==> config.mk <==
export PLATFORM = sky130hd
export DESIGN_NAME = misc_status_reg
export DESIGN_NICKNAME = d
export VERILOG_FILES = /design/src/rtl/misc_reg_pkg.sv /design/src/rtl/misc_addr_decode.sv /design/src/rtl/misc_reg_core.sv /design/src/rtl/misc_status_reg.sv
export SDC_FILE = /design/constraint.sdc
export NUM_CORES = 1
export LEC_CHECK = 0
export ABC_AREA = 1
export BUFFER_PORTS_ARGS = -buffer_cell sky130_fd_sc_hd__clkbuf_2
export CELL_PAD_IN_SITES_DETAIL_PLACEMENT = 0
export CELL_PAD_IN_SITES_GLOBAL_PLACEMENT = 2
export CORE_MARGIN = 2
export CORE_UTILIZATION = 23
export CTS_BUF_LIST = sky130_fd_sc_hd__clkbuf_8
export DETAILED_ROUTE_END_ITERATION = 8
export PLACE_DENSITY = 0.95
export SKIP_CTS_REPAIR_TIMING = 1
export SLEW_MARGIN = 0
export SYNTH_ARGS = -nofsm -noshare
export SYNTH_HDL_FRONTEND = slang
export SYNTH_SLANG_ARGS = --single-unit
export TNS_END_PERCENT = 30
==> constraint.sdc <==
create_clock -name clk_i -period 2.7 [get_ports clk_i]
set_input_delay 0.135 -clock clk_i [delete_from_list [all_inputs] [get_ports clk_i]]
set_output_delay 0.135 -clock clk_i [all_outputs]
set_load 0.02 [all_outputs]
==> src/rtl/misc_reg_pkg.sv <==
package misc_reg_pkg;
  typedef enum logic [2:0] {
    OP_NONE,
    OP_DIRECT,
    OP_ALIAS1,
    OP_OR,
    OP_BAD
  } reg_op_e;

  localparam int unsigned IDX_BASE_A = 32'h4020;
  localparam int unsigned IDX_BASE_B = 32'h6080;
endpackage

==> src/rtl/misc_addr_decode.sv <==
module misc_addr_decode
  import misc_reg_pkg::*;
#(
  parameter int ADDR_W = 32,
  parameter int BYTES  = 8,
  parameter bit GEN_B  = 1'b0
) (
  input  logic              valid_i,
  input  logic [ADDR_W-1:0] addr_i,
  input  logic [3:0]        size_i,
  output reg_op_e           op_o
);
  localparam int IDX_W = ADDR_W - 3;
  localparam logic [IDX_W-1:0] BASE = IDX_W'(GEN_B ? IDX_BASE_B : IDX_BASE_A);

  logic [IDX_W-1:0] idx;
  assign idx = addr_i[ADDR_W-1:3];

  always_comb begin
    op_o = OP_NONE;
    if (valid_i) begin
      if (size_i != 4'(BYTES))        op_o = OP_BAD;
      else if (idx == BASE)           op_o = OP_DIRECT;
      else if (idx == BASE + 1'b1)    op_o = OP_ALIAS1;
      else if (idx == BASE + 2'd2)    op_o = OP_OR;
      else                            op_o = OP_BAD;
    end
  end
endmodule

==> src/rtl/misc_reg_core.sv <==
module misc_reg_core
  import misc_reg_pkg::*;
#(
  parameter int DATA_W = 64,
  parameter int KEEP_W = 16,
  parameter bit GEN_B  = 1'b0
) (
  input  logic              clk_i,
  input  logic              rst_ni,
  input  reg_op_e           op_i,
  input  logic              write_i,
  input  logic [DATA_W-1:0] wdata_i,
  output logic [DATA_W-1:0] value_o
);
  localparam logic [DATA_W-1:0] KEEP_MASK = {{KEEP_W{1'b1}}, {(DATA_W-KEEP_W){1'b0}}};

  logic [DATA_W-1:0] value_q, alias1_val, next_val;
  logic              upd;

  generate
    if (GEN_B) begin : g_clear
      assign alias1_val = '0;
    end else begin : g_and
      assign alias1_val = value_q & wdata_i;
    end
  endgenerate

  always_comb begin
    upd      = write_i;
    next_val = value_q;
    unique case (op_i)
      OP_DIRECT: next_val = wdata_i;
      OP_ALIAS1: next_val = alias1_val;
      OP_OR:     next_val = value_q | wdata_i;
      default:   upd = 1'b0;
    endcase
  end

  always_ff @(posedge clk_i or negedge rst_ni) begin
    if (!rst_ni)  value_q <= '0;
    else if (upd) value_q <= next_val & KEEP_MASK;
  end

  assign value_o = value_q;

  AST_READ_HOLDS: assert property (@(posedge clk_i) disable iff (!rst_ni)
    !write_i |=> $stable(value_q));
  AST_BAD_HOLDS: assert property (@(posedge clk_i) disable iff (!rst_ni)
    (op_i == OP_BAD) |=> $stable(value_q));
  AST_OR_KEEPS: assert property (@(posedge clk_i) disable iff (!rst_ni)
    (op_i == OP_OR && write_i) |=> ((value_q & $past(value_q)) == $past(value_q)));

  generate
    if (GEN_B) begin : g_ast_clear
      AST_CLEAR_ZERO: assert property (@(posedge clk_i) disable iff (!rst_ni)
        (op_i == OP_ALIAS1 && write_i) |=> (value_q == '0));
    end else begin : g_ast_and
      AST_AND_SHRINKS: assert property (@(posedge clk_i) disable iff (!rst_ni)
        (op_i == OP_ALIAS1 && write_i) |=> ((value_q & ~$past(value_q)) == '0));
    end
  endgenerate
endmodule

==> src/rtl/misc_status_reg.sv <==
module misc_status_reg
  import misc_reg_pkg::*;
#(
  parameter int ADDR_W = 32,
  parameter int DATA_W = 64,
  parameter int KEEP_W = 16,
  parameter bit GEN_B  = 1'b0
) (
  input  logic              clk_i,
  input  logic              rst_ni,
  input  logic              req_valid_i,
  input  logic              req_write_i,
  input  logic [ADDR_W-1:0] req_addr_i,
  input  logic [3:0]        req_size_i,
  input  logic [DATA_W-1:0] req_wdata_i,
  output logic              rsp_ready_o,
  output logic [DATA_W-1:0] rsp_rdata_o,
  output logic              rsp_unimpl_o,
  output logic              irq_o
);
  localparam int BYTES = DATA_W / 8;

  reg_op_e           op;
  logic [DATA_W-1:0] value;

  misc_addr_decode #(.ADDR_W(ADDR_W), .BYTES(BYTES), .GEN_B(GEN_B)) u_dec (
    .valid_i (req_valid_i),
    .addr_i  (req_addr_i),
    .size_i  (req_size_i),
    .op_o    (op)
  );

  misc_reg_core #(.DATA_W(DATA_W), .KEEP_W(KEEP_W), .GEN_B(GEN_B)) u_core (
    .clk_i   (clk_i),
    .rst_ni  (rst_ni),
    .op_i    (op),
    .write_i (req_write_i),
    .wdata_i (req_wdata_i),
    .value_o (value)
  );

  always_ff @(posedge clk_i or negedge rst_ni) begin
    if (!rst_ni) begin
      rsp_ready_o  <= 1'b0;
      rsp_rdata_o  <= '0;
      rsp_unimpl_o <= 1'b0;
    end else begin
      rsp_ready_o  <= req_valid_i;
      rsp_unimpl_o <= (op == OP_BAD);
      rsp_rdata_o  <= (op == OP_DIRECT && !req_write_i) ? value : '0;
    end
  end

  assign irq_o = value[DATA_W-1];

  AST_READY_FOLLOWS: assert property (@(posedge clk_i) disable iff (!rst_ni)
    req_valid_i |=> rsp_ready_o);
  AST_IDLE_QUIET: assert property (@(posedge clk_i) disable iff (!rst_ni)
    !req_valid_i |=> (!rsp_ready_o && !rsp_unimpl_o));
  AST_LOW_ZERO: assert property (@(posedge clk_i) disable iff (!rst_ni)
    rsp_ready_o |-> (rsp_rdata_o[DATA_W-KEEP_W-1:0] == '0));
  AST_IRQ_HOLDS: assert property (@(posedge clk_i) disable iff (!rst_ni)
    !(req_valid_i && req_write_i) |=> $stable(irq_o));
  AST_BAD_SIZE: assert property (@(posedge clk_i) disable iff (!rst_ni)
    (req_valid_i && req_size_i != 4'(BYTES)) |=> rsp_unimpl_o);
endmodule

* After elaboration in Yosys (flattened, before gate mapping)
Cells that the tools add are included.
** Cells by class
- Eq/ne operators :: 8
- Bitwise operators :: 2
- Muxes and demuxes :: 8
- Reductions and logical operators :: 5
** Operators by type and width (count)
- $pmux 64 s3 :: 1
- $eq 29x15->1 const B :: 3
- $and 64x64->64 :: 1
- $mux 64 :: 1
- $or 64x64->64 :: 1
- $mux 3 :: 5
- $eq 3x2->1 const B :: 2
- $ne 4x4->1 const B :: 1
- $eq 3x1->1 const B :: 1
- $eq 3x3->1 const B :: 1
- $reduce_bool 3->1 :: 1
- $reduce_or 3->1 :: 1
- $reduce_and 2->1 :: 1
- $logic_and 1x1->1 :: 1
- $logic_not 1->1 :: 1
- $mux 1 :: 1
** Storage, ports and cells
- Register bits after elaboration :: 82
- Output and inout bits :: 67
- Logic and storage cells :: 27

* Logic depth before layout (Yosys ltp)
Gate-level depths: netlist of run 1.
- Depth after elaboration :: 10
- Gate-level depth with buffers :: 13
- Depth with buffers taken out :: 12

* Modules after synthesis
Synthesis of run 1 repeated with hierarchy kept, for this count alone.
** Unflattened totals
- Cells, all modules :: 507
- Area, all modules :: 4070.2 um2
** By module, submodules not included
- misc_status_reg :: times used 1, area each 2244.7 um2, cells an instance 205, seq. area each 1651.6 um2
- misc_reg_core :: times used 1, area each 1536.5 um2, cells an instance 245, seq. area each 400.4 um2
- misc_addr_decode :: times used 1, area each 289.0 um2, cells an instance 57, seq. area each 0.0 um2

* Least setup slack after synthesis of run 1
OpenSTA, ideal clock, no wires.
- Kind :: input to register
- Start :: in req_addr_i[19]
- End :: reg u_core.value_q[63], in the netlist u_core.value_o[63]
- Library setup time :: 0.119 ns
- Path slack :: 1.341 ns
- Buffers on the path :: 1
- Stages :: 13
- Arrival :: 1.240 ns
- Cells stage by stage :: nor2_1 -> nand2_1 -> inv_1 -> nand2_1 -> nor2_4 -> nand2_1 -> nand2_4 -> nand2_2 -> nand2_2 -> buf_4 -> nand3_1 -> nor2_1 -> nor2_1
** Between the ends
- Longest elaborated chain between the ends :: 10
- Elaborated cells between the ends (all ways) :: 16
- Those cells by class :: eq/ne: 6; mux: 7; reduce/logical: 3
** RTL lines
- start, declared :: RTL line misc_status_reg.sv:13 : input logic [ADDR_W-1:0] req_addr_i,
- $eq 29x15->1 :: RTL line misc_addr_decode.sv:25 : else if (idx == BASE + 2'd2) op_o = OP_OR;
- $mux 3 :: RTL line misc_addr_decode.sv:25
- $mux 3 :: RTL line misc_addr_decode.sv:24 : else if (idx == BASE + 1'b1) op_o = OP_ALIAS1;
- $mux 3 * :: RTL line misc_addr_decode.sv:23 : else if (idx == BASE) op_o = OP_DIRECT;
- $mux 3 * :: RTL line misc_addr_decode.sv:22 : if (size_i != 4'(BYTES)) op_o = OP_BAD;
- $mux 3 * :: RTL line misc_addr_decode.sv:21 : if (valid_i) begin
- $eq 3x1->1 / $eq 3x2->1 (equally long branches) :: RTL line misc_reg_core.sv:31 : unique case (op_i)
- $reduce_or 3->1 (no line)
- $mux 1 :: RTL line misc_reg_core.sv:31
- $reduce_and 2->1 (no line)
- end signal, assigned :: RTL line misc_reg_core.sv:41 : else if (upd) value_q <= next_val & KEEP_MASK;
- end, declared :: RTL line misc_reg_core.sv:17 : logic [DATA_W-1:0] value_q, alias1_val, next_val;
Every way passes the cells marked *; elsewhere a longest branch is shown, timed or not.
A chain may end at the register's enable or synchronous reset.

* Worst setup path after layout of run 1
- Start :: in req_valid_i
- End :: reg rsp_rdata_o[52]
** Between the ends
- Longest elaborated chain between the ends :: 4
** RTL lines
- start, declared :: RTL line misc_status_reg.sv:11 : input logic req_valid_i,
- $mux 3 :: RTL line misc_addr_decode.sv:21
- $eq 3x1->1 :: RTL line misc_status_reg.sv:50 : rsp_rdata_o <= (op == OP_DIRECT && !req_write_i) ? value : '0;
- $logic_and 1x1->1 :: RTL line misc_status_reg.sv:50
- $mux 64 :: RTL line misc_status_reg.sv:50
- end signal, assigned :: RTL line misc_status_reg.sv:50
- end, declared :: RTL line misc_status_reg.sv:17 : output logic [DATA_W-1:0] rsp_rdata_o,
No other way between the ends.

==> flow_metrics.env, run 1 <==
export IMPL_status="finished, violations left"
export IMPL_violations="hold timing"
export IMPL_ys_warn_count=0
export IMPL_ys_types=24
export IMPL_worstPathArrival_ns=2.20
export IMPL_r2r_start="u_core.value_o[56]"
export IMPL_synth_top_area_share=0.313
export IMPL_cpPeakStageDelay_ns=0.52
export IMPL_ys_seq_area_frac=0.313
export IMPL_fin_area_sq_um=3090
export IMPL_async_reset_ff_frac=1.00
export IMPL_ios=171
export IMPL_htreeDepth=2
export IMPL_holdWs_ns=-0.0406
export IMPL_cts_tree="yes"
export IMPL_grt_pass1_wl_mm=11.2
export IMPL_cp_required_ns=2.88
export IMPL_core_area_sq_um=11500
export IMPL_placed_area_sq_um=3010
export IMPL_max_cap_viol_count=0
export IMPL_slew_viol_final=0
export IMPL_skew_ns=0.00706
export IMPL_vias_per_cell=4.13
export IMPL_ir_drop_mv=0.161
export IMPL_yosysTopAreaCell="dfrtp_1"
export IMPL_drt_wl_total_mm=6.74
export IMPL_cts_buffer_depth=2
export IMPL_die_h_microns=113
export IMPL_synth_edff_count=0
export IMPL_portBuffers=71
export IMPL_synth_seq_cells=34
export IMPL_gp_congestion=0.691
export IMPL_startpoint_type="primary input"
export IMPL_layout_nets=569
export IMPL_fin_setup_tns_ns=0
export IMPL_row_count=39
export IMPL_dieArea_sq_um=12700
export IMPL_die_w_microns=113
export IMPL_rsz0062_at_grt="no"
export IMPL_yosysMostFrequentCell="nor2_1"
export IMPL_setup_ws_ns=0.685
export IMPL_clock_sinks=34
export IMPL_p_per_area_nw_per_um2=336
export IMPL_end_kind="flip-flop"
export IMPL_areaGrowthSynthToFinish_pct=14.0
export IMPL_first_iter_violations=97
export IMPL_grt_pass1_vias=2350
export IMPL_vias=2514
export IMPL_post_dp_hpwl_mm=4.70
export IMPL_reg2reg_to="u_core.value_o[56]"
export IMPL_cts_root_buf="clkbuf_8"
export IMPL_p_leak_nw=1.75
export IMPL_track_usage=0.108
export IMPL_critPathBufInv=4
export IMPL_drtPass1Iterations=5
export IMPL_drive_above_1_share=0.275
export IMPL_cts_clk_slew_worst_paths_ns=0.07
export IMPL_preCtsSetupSlack_ns=0.453
export IMPL_n_antenna_cell=0
export IMPL_setup_violations=0
export IMPL_syn_area_sq_um=2720
export IMPL_clock_latency_ns=0.28
export IMPL_final_period_utilization=0.746
export IMPL_path_cells="dlygate4sd3_1 > clkbuf_2 > inv_1 > nor2_2 > buf_4 > nand4_2 > nor2_1"
export IMPL_synth_commonest_cells="nor2_1, nand2_1, buf_4, inv_1, dfrtp_1"
export IMPL_min_path_type="primary input to async pin"
export IMPL_tightest_slew_ns=0.875
export IMPL_avgSynthCellArea_sq_um=6.79
export IMPL_hold_viol=34
export IMPL_drc=0
export IMPL_fmax_ghz=0.496
export IMPL_grt_overflow=0
export IMPL_worst_path_stages=7
export IMPL_relSlewSlack=0.417
export IMPL_cts_buffers=5
export IMPL_final_min_clock_period_ns=2.01
export IMPL_wire_per_inst_microns=11.1
export IMPL_yosys_top_cells_area="dfrtp_1, buf_4, nor2_1"
export IMPL_ant_nets=0
export IMPL_initial_core_util=0.237
export IMPL_reg2reg_depth=5
export IMPL_cp_max_fo=33
export IMPL_synth_ff_type="dfrtp_1"
export IMPL_syn_inst=400
export IMPL_path_delay_family="buffers and inverters"
export IMPL_grt_max_degree=35
export IMPL_cpMaxStageDelayCell="dlygate4sd3_1"
export IMPL_r2r_slack_ns=1.58
export IMPL_crit_type="primary input to flip-flop"
export IMPL_antenna_found_initial=1
cell type report:
class / instances / area (sq um)
Sequential cell: 34 / 851
Inverter: 52 / 195
Clock inverter: 2 / 10.0
Multi-Input combinational cell: 297 / 1400
Tap cell: 143 / 179
Fill cell: 1312 / 8370
Timing Repair Buffer: 75 / 388
Clock buffer: 5 / 68.8
placed cells by master (no fill, tap or decap):
cell type / n
buf_4: 3
nand4_1: 33
a31oi_1: 1
clkbuf_8: 5
nand2_1: 62
nand2_2: 15
nand3b_1: 1
inv_2: 2
nor2_1: 74
nor2_4: 3
nand2_4: 2
nand4_2: 1
inv_1: 50
nand3_1: 17
dlygate4sd3_1: 1
nor3_4: 1
nor2_2: 6
clkbuf_2: 71
conb_1: 48
clkinv_2: 2
dfrtp_1: 34
nand3_2: 1
a21oi_1: 16
or2_2: 16
metal layers:
layer | part of all wire | vias to the layer above | track usage
met5 | 0.0019 | - | 0
met2 | 0.49 | 96 | 0.187
met3 | 0.061 | 9 | 0.0178
met1 | 0.43 | 1135 | 0.134
li1 | - | 1272 | -
met4 | 0.014 | 2 | 0.0439
power by group:
part / leakage (nW) / switching, W / internal [W]
clock: 0.0438 / 0.000184 / 0.000173
sequential: 0.471 / 0.000000375 / 0.000511
combinational: 1.24 / 0.000124 / 0.0000462
cells by family after synthesis:
| group | Yosys count | synth area share |
|---|---|---|
| and+or+nand+nor | 232 | 0.418 |
| buffers and inverters | 116 | 0.235 |
| DFF | 34 | 0.313 |
| AOI/OAI and AO/OA | 17 | 0.0318 |
| other | 1 | 0.00138 |
state kept, by name (all words and copies together) (netlist names):
| register | flops |
|---|---|
| u_core.value_o | 16 |
| rsp_ready_o | 1 |
| rsp_unimpl_o | 1 |
| rsp_rdata_o | 16 |
how the worst max path moves through the flow:
stage | start | endpoint | slack [ns]
3_5_place_dp | req_addr_i[19] | u_core.value_o[59] | 0.45
6_report | req_valid_i | rsp_rdata_o[52] | 0.69
3_3_place_gp | req_addr_i[19] | u_core.value_o[55] | 0.50
2_1_floorplan | req_addr_i[19] | u_core.value_o[63] | 1.34
4_1_cts | req_addr_i[19] | u_core.value_o[59] | 0.76
5_1_grt | req_valid_i | rsp_rdata_o[52] | 0.48
per-stage QoR:
step                 util  hold WS [ns]  std cells  total power [W]
CTS                 0.269       -0.0388        607          0.00106
detailed placement  0.262         0.264        600         0.000690
global placement    0.262         0.262        600         0.000688
floorplan               -        -0.161        447         0.000678
finish              0.270       -0.0406        608          0.00104
global route        0.270        0.0328        608          0.00110
Note: power is estimated with default switching activity, not from simulation.
==> run 2: changes to the inputs <==
--- a/config.mk
+++ b/config.mk
@@ -10,10 +10,10 @@
 export CELL_PAD_IN_SITES_DETAIL_PLACEMENT = 0
 export CELL_PAD_IN_SITES_GLOBAL_PLACEMENT = 2
 export CORE_MARGIN = 2
-export CORE_UTILIZATION = 23
+export CORE_UTILIZATION = 19
 export CTS_BUF_LIST = sky130_fd_sc_hd__clkbuf_8
 export DETAILED_ROUTE_END_ITERATION = 8
-export PLACE_DENSITY = 0.95
+export PLACE_DENSITY = 0.86
 export SKIP_CTS_REPAIR_TIMING = 1
 export SLEW_MARGIN = 0
 export SYNTH_ARGS = -nofsm -noshare
==> constraint.sdc (replaced) <==
create_clock -name clk_i -period 1.8 [get_ports clk_i]
set_input_delay 0.09 -clock clk_i [delete_from_list [all_inputs] [get_ports clk_i]]
set_output_delay 0.09 -clock clk_i [all_outputs]
set_load 0.02 [all_outputs]
==> flow_metrics.env, run 2 (same netlist as run 1, synthesis figures left out) <==
export IMPL_multi_input_area_sq_um=1400
export IMPL_ios=171
export IMPL_cts_clk_slew_worst_paths_ns=0.07
export IMPL_rsz0062_at_grt="no"
export IMPL_post_dp_hpwl_mm=5.19
export IMPL_p_per_area_nw_per_um2=579
export IMPL_grt_max_degree=34
export IMPL_final_min_clock_period_ns=1.60
export IMPL_areaGrowthSynthToFinish_pct=22.4
export IMPL_clock_sinks=34
export IMPL_vias_per_cell=3.90
export IMPL_status="finished, final reports clean"
export IMPL_seq_power_share=0.398
export IMPL_fill_cells=1573
export IMPL_cp_max_fo=32
export IMPL_fmax_ghz=0.624
export IMPL_grt_overflow=0
export IMPL_die_w_microns=124
export IMPL_setup_violations=0
export IMPL_cts_tree="yes"
export IMPL_grt_pass1_wl_mm=11.5
export IMPL_p_sw_w=0.000492
export IMPL_grt_use_met2=0.163
export IMPL_grt_met1_usage=0.120
export IMPL_pwr_share_clk=0.465
export IMPL_drtPass1Iterations=4
export IMPL_p_leak_nw=1.83
export IMPL_die_h_microns=124
export IMPL_core_area_sq_um=13900
export IMPL_drive_above_1_share=0.290
export IMPL_cts_buffers=5
export IMPL_cts_root_buf="clkbuf_8"
export IMPL_htreeDepth=2
export IMPL_max_cap_viol_count=0
export IMPL_skew_ns=0.00395
export IMPL_min_path_type="primary input to flip-flop"
export IMPL_clock_latency_ns=0.29
export IMPL_cts_buffer_depth=2
export IMPL_gp_congestion=0.722
export IMPL_antenna_found_initial=1
export IMPL_ir_drop_mv=0.389
export IMPL_fin_setup_tns_ns=0
export IMPL_preCtsSetupSlack_ns=0.0564
export IMPL_regArea_sq_um=851
export IMPL_track_usage=0.0955
export IMPL_p_int_w=0.00143
export IMPL_vias=2560
export IMPL_cp_required_ns=1.98
export IMPL_hold_viol=0
export IMPL_initial_core_util=0.195
export IMPL_final_period_utilization=0.890
export IMPL_layout_nets=579
export IMPL_grt_busiest_layer="met2"
export IMPL_ant_nets=0
export IMPL_dieArea_sq_um=15300
export IMPL_drt_wl_total_mm=6.99
export IMPL_grt_pass1_vias=2439
export IMPL_row_count=43
export IMPL_end_kind="flip-flop"
export IMPL_final_common_cell="nor2_1"
export IMPL_setup_ws_ns=0.197
export IMPL_final_cell_mix="nor2_1, clkbuf_2, nand2_1"
export IMPL_first_iter_violations=142
export IMPL_slew_viol_final=0
export IMPL_drc=0
export IMPL_wire_per_inst_microns=10.6
export IMPL_startpoint_type="primary input"
export IMPL_combPwrFrac=0.137
export IMPL_worstPathArrival_ns=1.78
export IMPL_portBuffers=71
export IMPL_met3_usage=0.0175
export IMPL_crit_type="primary input to flip-flop"
export IMPL_sw_frac_of_total=0.255
-- run 2: cell count changes in the layout (fill, tap and decap cells not counted) --
cell,before,now
buf_12,0,3
buf_4,3,9
bufinv_16,0,2
clkbuf_8,5,6
clkinv_2,2,0
diode_2,0,1
dlygate4sd3_1,1,2
-- run 2: path summary, 6_finish.rpt --
check	cells after the start	slack [ns]	start	end
worst max-delay path	10	0.20	req_valid_i	u_core.value_o[51]
worst min-delay path	3	0.10	req_size_i[0]	rsp_unimpl_o
worst max register to register	5	0.68	u_core.value_o[51]	u_core.value_o[51]
worst min register to register	2	0.53	u_core.value_o[59]	rsp_rdata_o[59]
max in group asynchronous	3	1.06	rst_ni	rsp_rdata_o[50]
min in group asynchronous	2	0.25	rst_ni	rsp_rdata_o[62]
-- run 2: through the flow --
step | instance area [sq um] | hold slack (ns) | total power, W | std cells | utilization
2_1_floorplan | 2890 | -0.206 | 0.00102 | 447 | -
3_3_place_gp | 3160 | 0.0299 | 0.00104 | 646 | 0.227
3_5_place_dp | 3160 | 0.0366 | 0.00104 | 646 | 0.227
4_1_cts | 3300 | -0.278 | 0.00194 | 654 | 0.237
5_1_grt | 3320 | 0.136 | 0.00200 | 656 | 0.238
6_report | 3320 | 0.100 | 0.00192 | 657 | 0.238
-- run 2: critical path, cell delays in order --
cell,delay [ns]
dlygate4sd3_1,0.53
clkbuf_2,0.11
inv_1,0.08
nor2_2,0.25
nand4_1,0.15
nand2_2,0.11
buf_12,0.19
nand3_1,0.10
nor2_1,0.12
nor2_1,0.05
-- run 2: final cells by class --
cell class | instances | area share
clock buffers | 6 | 0.0249
diodes | 1 | 0.000753
repair buffers | 85 | 0.151
inverters | 52 | 0.0588
clock inverters | 2 | 0.0181
flip-flops and latches | 34 | 0.256
multi-input cells | 297 | 0.422
well taps | 180 | 0.0678
-- run 2: per-layer routing --
metal / vias up / wire (microns)
li1: 1303 / -
met4: 0 / 88
met1: 1154 / 3120
met3: 6 / 494
met5: - / 0
met2: 97 / 3290
-- run 2: power by group through the flow --
stage / logic (W) / registers (W) / clock network (W)
finish: 0.000263 / 0.000766 / 0.000895
global route: 0.000293 / 0.000766 / 0.000937
CTS: 0.000262 / 0.000766 / 0.000912
detailed placement: 0.000261 / 0.000781 / 0
global placement: 0.000258 / 0.000781 / 0
floorplan: 0.000232 / 0.000784 / 0
==> run 3: changes to the inputs <==
--- a/config.mk
+++ b/config.mk
@@ -10,10 +10,10 @@
 export CELL_PAD_IN_SITES_DETAIL_PLACEMENT = 0
 export CELL_PAD_IN_SITES_GLOBAL_PLACEMENT = 2
 export CORE_MARGIN = 2
-export CORE_UTILIZATION = 19
+export CORE_UTILIZATION = 21
 export CTS_BUF_LIST = sky130_fd_sc_hd__clkbuf_8
 export DETAILED_ROUTE_END_ITERATION = 8
-export PLACE_DENSITY = 0.86
+export PLACE_DENSITY = 0.9
 export SKIP_CTS_REPAIR_TIMING = 1
 export SLEW_MARGIN = 0
 export SYNTH_ARGS = -nofsm -noshare
==> constraint.sdc (replaced) <==
create_clock -name clk_i -period 1.6 [get_ports clk_i]
set_input_delay 0.08 -clock clk_i [delete_from_list [all_inputs] [get_ports clk_i]]
set_output_delay 0.08 -clock clk_i [all_outputs]
set_load 0.02 [all_outputs]
==> flow_metrics.env, run 3 (same netlist as run 1, synthesis figures left out) <==
export IMPL_status="finished, final reports clean"
export IMPL_cp_max_fo=18
export IMPL_fill_cells=1457
export IMPL_pwr_share_clk=0.367
export IMPL_p_leak_nw=1.84
export IMPL_track_usage=0.101
export IMPL_cts_clk_slew_worst_paths_ns=0.07
export IMPL_vias=2577
export IMPL_drtPass1Iterations=4
export IMPL_fmax_ghz=0.812
export IMPL_layout_nets=581
export IMPL_final_common_cell="nor2_1"
export IMPL_seq_power_share=0.472
export IMPL_ios=171
export IMPL_clock_latency_ns=0.29
export IMPL_clock_sinks=34
export IMPL_slew_viol_final=0
export IMPL_max_cap_viol_count=0
export IMPL_die_w_microns=118
export IMPL_dieArea_sq_um=13900
export IMPL_grt_max_degree=35
export IMPL_final_cell_mix="nor2_1, clkbuf_2, nand2_1"
export IMPL_final_min_clock_period_ns=1.23
export IMPL_final_period_utilization=0.770
export IMPL_worstPathArrival_ns=1.42
export IMPL_htreeDepth=2
export IMPL_die_h_microns=118
export IMPL_wire_per_inst_microns=10.6
export IMPL_min_path_type="primary input to flip-flop"
export IMPL_cts_root_buf="clkbuf_8"
export IMPL_post_dp_hpwl_mm=5.08
export IMPL_skew_ns=0.00891
export IMPL_cpMaxStageDelayCell="buf_12"
export IMPL_crit_type="primary input to flip-flop"
export IMPL_areaGrowthSynthToFinish_pct=21.9
export IMPL_rsz0062_at_grt="no"
export IMPL_cts_buffers=5
export IMPL_vias_per_cell=3.96
export IMPL_row_count=41
export IMPL_ir_drop_mv=0.224
export IMPL_gp_congestion=0.724
export IMPL_cpPeakStageDelay_ns=0.16
export IMPL_p_int_w=0.00129
export IMPL_end_kind="flip-flop"
export IMPL_grt_pass1_vias=2399
export IMPL_path_cells="clkbuf_2 > nor2_1 > nand2_1 > inv_1 > nand2_1 > nor2_4 > nand2_1 > nand2_4 > nand2_2 > nand2_2 > buf_12 > nand3_1 > nor2_1 > nor2_1"
export IMPL_cts_buffer_depth=2
export IMPL_grt_overflow=0
export IMPL_drt_wl_total_mm=6.90
export IMPL_p_sw_w=0.000540
export IMPL_hold_viol=0
export IMPL_core_area_sq_um=12600
export IMPL_grt_pass1_wl_mm=11.5
export IMPL_total_power_w=0.00183
export IMPL_fin_setup_tns_ns=0
export IMPL_combPwrFrac=0.161
export IMPL_setup_violations=0
export IMPL_p_per_area_nw_per_um2=552
export IMPL_n_antenna_cell=0
export IMPL_drc=0
export IMPL_antenna_found_initial=0
export IMPL_initial_core_util=0.215
export IMPL_portBuffers=71
export IMPL_sw_frac_of_total=0.296
export IMPL_drive_above_1_share=0.291
export IMPL_ant_nets=0
export IMPL_first_iter_violations=116
export IMPL_cp_required_ns=1.78
export IMPL_startpoint_type="primary input"
export IMPL_cts_tree="yes"
==> run 3: cell types whose count changed in the layout (fill, tap and decap cells not counted), sizes merged <==
cell	previous run	this run
buf	12	14
bufinv	2	0
clkinv	0	1
diode	1	0
inv	52	53
==> run 3: layout make-up <==
type,instances,area (sq um),share of cell area
Timing Repair Buffer,87,556,0.168
Inverter,52,195,0.0590
Clock buffer,6,82.6,0.0249
Tap cell,172,215,0.0650
Multi-Input combinational cell,297,1400,0.424
Sequential cell,34,851,0.257
Clock inverter,2,8.76,0.00265
==> run 3: worst paths after layout <==
kind	from	endpoint	slack [ns]	cells after the start
max	req_addr_i[19]	u_core.value_o[58]	0.37	14
min	req_size_i[0]	rsp_unimpl_o	0.09	3
max reg2reg	u_core.value_o[58]	u_core.value_o[58]	0.49	5
min reg2reg	u_core.value_o[51]	rsp_rdata_o[51]	0.52	2
max in group asynchronous	rst_ni	u_core.value_o[62]	0.91	3
min in group asynchronous	rst_ni	u_core.value_o[48]	0.37	3
==> run 3: metrics by stage <==
step | worst slack, ns | hold slack (ns) | cell area [sq um] | instances | util
6_report | 0.368 | 0.0859 | 3310 | 650 | 0.262
5_1_grt | 0.140 | 0.104 | 3310 | 650 | 0.262
4_1_cts | 0.326 | -0.152 | 3290 | 648 | 0.261
3_5_place_dp | 0.0190 | 0.159 | 3200 | 640 | 0.254
3_3_place_gp | 0.0803 | 0.148 | 3200 | 640 | 0.254
2_1_floorplan | 0.296 | -0.216 | 2890 | 447 | -
==> run 3: worst max-delay path: cells and delay by family <==
kind,cells,cell delay [ns]
and+or+nand+nor,11,1.05
buffers and inverters,3,0.29
==> run 3: layer usage <==
metal	wire length [microns]	global-route usage
met5	0	0
met1	3010	0.129
met2	3360	0.174
met4	56	0.0294
met3	474	0.0179
==> run 3: power by group through the flow <==
stage                     sequential (W)  combinational (W)  clock (W)
after floorplan                 0.000882           0.000261          0
after global placement          0.000879           0.000288          0
after detailed placement        0.000879           0.000291          0
after CTS                       0.000862           0.000292   0.000683
after global routing            0.000862           0.000326   0.000722
final                           0.000862           0.000295   0.000670
